`src/rtl/cell_tx_master.sv`:
```
module cell_tx_master #(
  parameter int NPORT    = 4,
  parameter int ADDR_W   = 3,
  parameter int CELL_LEN = 53
) (
  input  logic                 clk,
  input  logic                 rst,
  input  logic [NPORT-1:0]     in_valid,
  input  logic [NPORT-1:0]     in_sof,
  input  logic [NPORT*8-1:0]   in_data,
  output logic [NPORT-1:0]     in_ready,
  output logic [ADDR_W-1:0]    tadr,
  input  logic                 tpxa,
  output logic                 ten_n,
  output logic                 tsox,
  output logic [7:0]           tdata
);
  localparam int CW = $clog2(CELL_LEN + 1);
  localparam int PW = (NPORT > 1) ? $clog2(NPORT) : 1;
  localparam logic [ADDR_W-1:0] IDLE_ADR = '1;

  typedef enum logic [1:0] {S_IDLE, S_SEL, S_XFER} st_t;
  st_t st;

  logic [7:0]    cbuf [NPORT][CELL_LEN];
  logic [CW-1:0] wp [NPORT];
  logic [NPORT-1:0] full, rdy;
  logic [PW-1:0] cur, pptr, pick, pa0, pa1;
  logic          pv0, pv1, found;
  logic [CW-1:0] cnt;

  assign in_ready = ~full;
  wire last    = (st == S_XFER) && (cnt == CW'(CELL_LEN));
  wire sel_go  = found && ((st == S_IDLE) || last);
  wire poll_en = (|full) || (st != S_IDLE);

  always_comb begin
    found = 1'b0;
    pick  = '0;
    for (int i = NPORT - 1; i >= 0; i--)
      if (rdy[i] && full[i] && !(st == S_XFER && cur == PW'(i))) begin
        found = 1'b1;
        pick  = PW'(i);
      end
  end

  always_ff @(posedge clk)
    for (int p = 0; p < NPORT; p++)
      if (in_valid[p] && !full[p]) begin
        if (in_sof[p]) cbuf[p][0] <= in_data[p*8 +: 8];
        else if (wp[p] != '0) cbuf[p][wp[p]] <= in_data[p*8 +: 8];
      end

  always_ff @(posedge clk) begin
    if (rst) begin
      full <= '0;
      for (int p = 0; p < NPORT; p++) wp[p] <= '0;
    end else begin
      for (int p = 0; p < NPORT; p++)
        if (in_valid[p] && !full[p]) begin
          if (in_sof[p]) wp[p] <= CW'(1);
          else if (wp[p] != '0) begin
            if (wp[p] == CW'(CELL_LEN - 1)) begin
              full[p] <= 1'b1;
              wp[p]   <= '0;
            end else wp[p] <= wp[p] + 1'b1;
          end
        end
      if (last) full[cur] <= 1'b0;
    end
  end

  always_ff @(posedge clk) begin
    if (rst) begin
      pv0 <= 1'b0; pv1 <= 1'b0; pa0 <= '0; pa1 <= '0;
      pptr <= '0; rdy <= '0;
    end else begin
      pv1 <= pv0;
      pa1 <= pa0;
      if (!sel_go && poll_en) begin
        pv0  <= 1'b1;
        pa0  <= pptr;
        pptr <= (pptr == PW'(NPORT - 1)) ? '0 : pptr + 1'b1;
      end else pv0 <= 1'b0;
      if (pv1) rdy[pa1] <= tpxa;
      if (sel_go) rdy[pick] <= 1'b0;
    end
  end

  always_ff @(posedge clk) begin
    if (rst) begin
      st <= S_IDLE; cur <= '0; cnt <= '0;
      ten_n <= 1'b1; tsox <= 1'b0; tdata <= '0; tadr <= IDLE_ADR;
    end else begin
      tadr <= sel_go ? ADDR_W'(pick) : poll_en ? ADDR_W'(pptr) : IDLE_ADR;
      case (st)
        S_IDLE:
          if (sel_go) begin
            st  <= S_SEL;
            cur <= pick;
          end
        S_SEL: begin
          st    <= S_XFER;
          ten_n <= 1'b0;
          tsox  <= 1'b1;
          tdata <= cbuf[cur][0];
          cnt   <= CW'(1);
        end
        default:
          if (!last) begin
            tsox  <= 1'b0;
            tdata <= cbuf[cur][cnt];
            cnt   <= cnt + 1'b1;
          end else begin
            ten_n <= 1'b1;
            tsox  <= 1'b0;
            tdata <= '0;
            if (sel_go) begin
              st  <= S_SEL;
              cur <= pick;
            end else st <= S_IDLE;
          end
      endcase
    end
  end
endmodule


```
`config.mk`:
```
export PLATFORM = sky130hd
export DESIGN_NAME = cell_tx_master
export DESIGN_NICKNAME = d
export VERILOG_FILES = /design/src/rtl/cell_tx_master.sv
export SDC_FILE = /design/constraint.sdc
export NUM_CORES = 2
export LEC_CHECK = 0
export BUFFER_PORTS_ARGS = -buffer_cell sky130_fd_sc_hd__buf_2
export CORE_MARGIN = 1
export CORE_UTILIZATION = 30
export DETAILED_ROUTE_END_ITERATION = 16
export PLACE_DENSITY = 0.49
export SYNTH_ARGS = -nofsm -noshare
export SYNTH_HDL_FRONTEND = slang
export SYNTH_SLANG_ARGS = --single-unit
```
`constraint.sdc`:
```
create_clock -name clk -period 3.2 [get_ports clk]
set_input_delay 0.48 -clock clk [delete_from_list [all_inputs] [get_ports clk]]
set_output_delay 0.48 -clock clk [all_outputs]
set_load 0.01 [all_outputs]
```
==> reports/qor.yml <==
drt:
  first_pass_iters: 6
  drc: 0
  wirelength_um: 262000
  vias_per_cell: 5.52
  drt-initial-drc-count: 5789
  antenna_left: 0
  routedWlPerCell_um: 36.2
  vias: 39900
floorplan:
  core_mm2: 0.230
  dieArea_mm2: 0.233
  die_x_um: 483
  rows: 176
  start_util: 0.302
  die_h_um: 483
  io_pins: 60
pwr:
  leakage_nw: 26.2
  peakVddDrop_mv: 0.626
  switching_share: 0.219
  internal_power_mw: 38.2
  power_density_mw_per_mm2: 585
  comb_power_share: 0.031
  switchingPower_mw: 10.7
  p_clk_frac: 0.447
  seqPwrFrac: 0.522
sta:
  fin_crit_ns: 3.14
  setup_viol: 0
  worstMarginPinSlew_ns: 1.18
  fmax_mhz: 319
  grt_setup_unrepaired: "true"
  fin_skew_ns: 0.0422
  slew_headroom: 0.210
  hold_viol_final: 0
  slew_violations: 0
  period_share: 0.980
  timing.final.ws_setup_ns: 0.0650
global_route:
  track_usage: 0.222
  grt_pass1_vias: 39900
  grt_max_degree: 54
  grt-ovfl-total: 0
  grt_pass1_wl_um: 354000
  antenna_found_initial: 27
yosys:
  synth_most_common_cell: "edfxtp_1"
  synth_area_leaders: "edfxtp_1 74%, mux4_2 14%, mux2i_1 1.8%"
  async_flop_share: 0
  ys_top_cells_by_count: "1720 x edfxtp_1, 420 x mux4_2, 302 x nor2_1"
  avgSynthCellArea_um2: 20.1
  syn_nets: 3511
  ys_warn_count: 0
  yosysUniqueCellTypes: 70
  synth_edf_count: 1720
  synthCells: 3457
  ys.flop_type: "edfxtp_1"
  synth_top_area_frac: 0.744
  ys_ff_latch: 1761
  syn_area_mm2: 0.0694
  yosysSeqAreaShare: 0.756
  synth_top_cell_by_area: "edfxtp_1"
final_layout:
  final_layout_size_suffix_gt1_frac: 0.312
  syn2layout_area_growth_pct: 20.2
  postLayoutCellArea_mm2: 0.0835
  layout.nets: 4087
worst_setup_path:
  cp-end-kind: "register"
  cp.arrival_ns: 3.86
  crit_chain: "buf_12, ha_1, inv_1, o41ai_4, buf_4, nor3b_1, buf_4, o21ai_0, buf_4, a21oi_1, o21ai_1, buf_4, o311ai_1"
  startpoint_type: "register"
  cp_top_family: "buffers and inverters"
  reg2reg_slack_ns: 0.06
  critPathBufInv: 6
  cp.required_ns: 3.93
  path_max_fanout: 31
  worstSetupPathType: "register to register"
  crit_path_frequent_cell: "buf_4"
  slowest_delay_ns: 0.58
  crit_path_top_delay_cell: "dfxtp_4"
clock_tree:
  cts_buffers: 187
  cts_tree: "done"
  cts_root_buffer: "clkbuf_16"
  htreeDepth: 4
  clk_latency_ns: 0.85
  clkTransAtPathRegs_ns: 0.06
  clock_path_buffers: 3
  cts_sinks: 1761
place:
  placedInstanceArea_mm2: 0.0772
  place_ws_ns: -0.196
  gp_congestion: 0.916
  portBuffers: 59
  dpl.hpwl_um: 167000
worst_hold_path:
  holdCritPathClass: "input pin to register"
status:
  run_status: "finished, final reports clean"
job:
  cap_violations: 0
final cells by class:
type,count,area (µm²)
clock inverters,110,1180
diodes,7,17.5
fillers,21200,147000
well taps,3026,3790
flip-flops and latches,1761,52500
repair buffers,581,5120
multi-input cells,1478,15900
clock buffers,228,4920
inverters,24,95.1
layout by cell type, fill, tap and decap left out, drive strengths merged, types with 57 or more instances in the layout:
cell type  instances
a21oi             58
nand3             57
mux4             420
clkbuf           229
mux2i            125
nand2            125
nor2             302
clkinv            85
edfxtp          1720
buf              578
power groups by stage:
stage / sequential (mW) / combinational (mW) / clock (mW)
2_1_floorplan: 25.9 / 0.281 / 0
3_5_place_dp: 26.0 / 1.53 / 0
6_report: 25.5 / 1.53 / 21.8
4_1_cts: 25.5 / 1.53 / 22.1
3_3_place_gp: 26.0 / 1.52 / 0
5_1_grt: 25.5 / 1.55 / 22.9
sequential cells by signal (all words and copies together) (netlist names), 3 cells and up, named ones only:
signal / flops
cnt: 6
rdy: 4
cbuf: 1696
wp: 24
tdata: 8
tadr: 3
full: 4
cells by family after synthesis:
family / synth area share
simple gates: 0.0398
xor+xnor: 0.00227
compound gates: 0.0279
fa+ha+maj: 0.00198
flops: 0.756
mux: 0.155
buf+inv: 0.0172
worst paths after layout:
| check | startpoint | endpoint | cells after the start |
|---|---|---|---|
| setup / recovery | cnt[0] | tdata[7] | 13 |
| hold reg to reg | pv0 | pv1 | 1 |
| setup reg to reg | cnt[0] | tdata[7] | 13 |
| hold / removal | rst | pa0[1] | 2 |
through the flow:
step | power [mW] | hold WS, ns | instances | utilization | TNS (ns)
2_1_floorplan | 26.2 | 0.414 | 3457 | - | 0
3_3_place_gp | 27.5 | 0.421 | 6865 | 0.336 | -0.182
3_5_place_dp | 27.5 | 0.432 | 6865 | 0.336 | -0.217
4_1_cts | 49.1 | 0.0111 | 7205 | 0.362 | 0
5_1_grt | 49.9 | 0.0438 | 7208 | 0.363 | -0.00308
6_report | 48.8 | 0.0651 | 7215 | 0.363 | 0
what timing repair did:
| action | in CTS | in global routing |
|---|---|---|
| setup endpoints to repair | 2 | 6 |
| resized for setup | 6 | 10 |
| buffers inserted | 0 | 2 |
| cloned | 0 | 1 |
| pin swaps | 1 | 0 |
| endpoints found under the hold margin | 7 | 0 |
| hold buffers | 2 | 0 |
per-layer routing:
metal,track usage,wire [µm]
met3,0.0460,24800
met1,0.303,105000
met5,0,26
met2,0.350,122000
met4,0.0762,9580
Note: power is estimated with default switching activity, not from simulation.
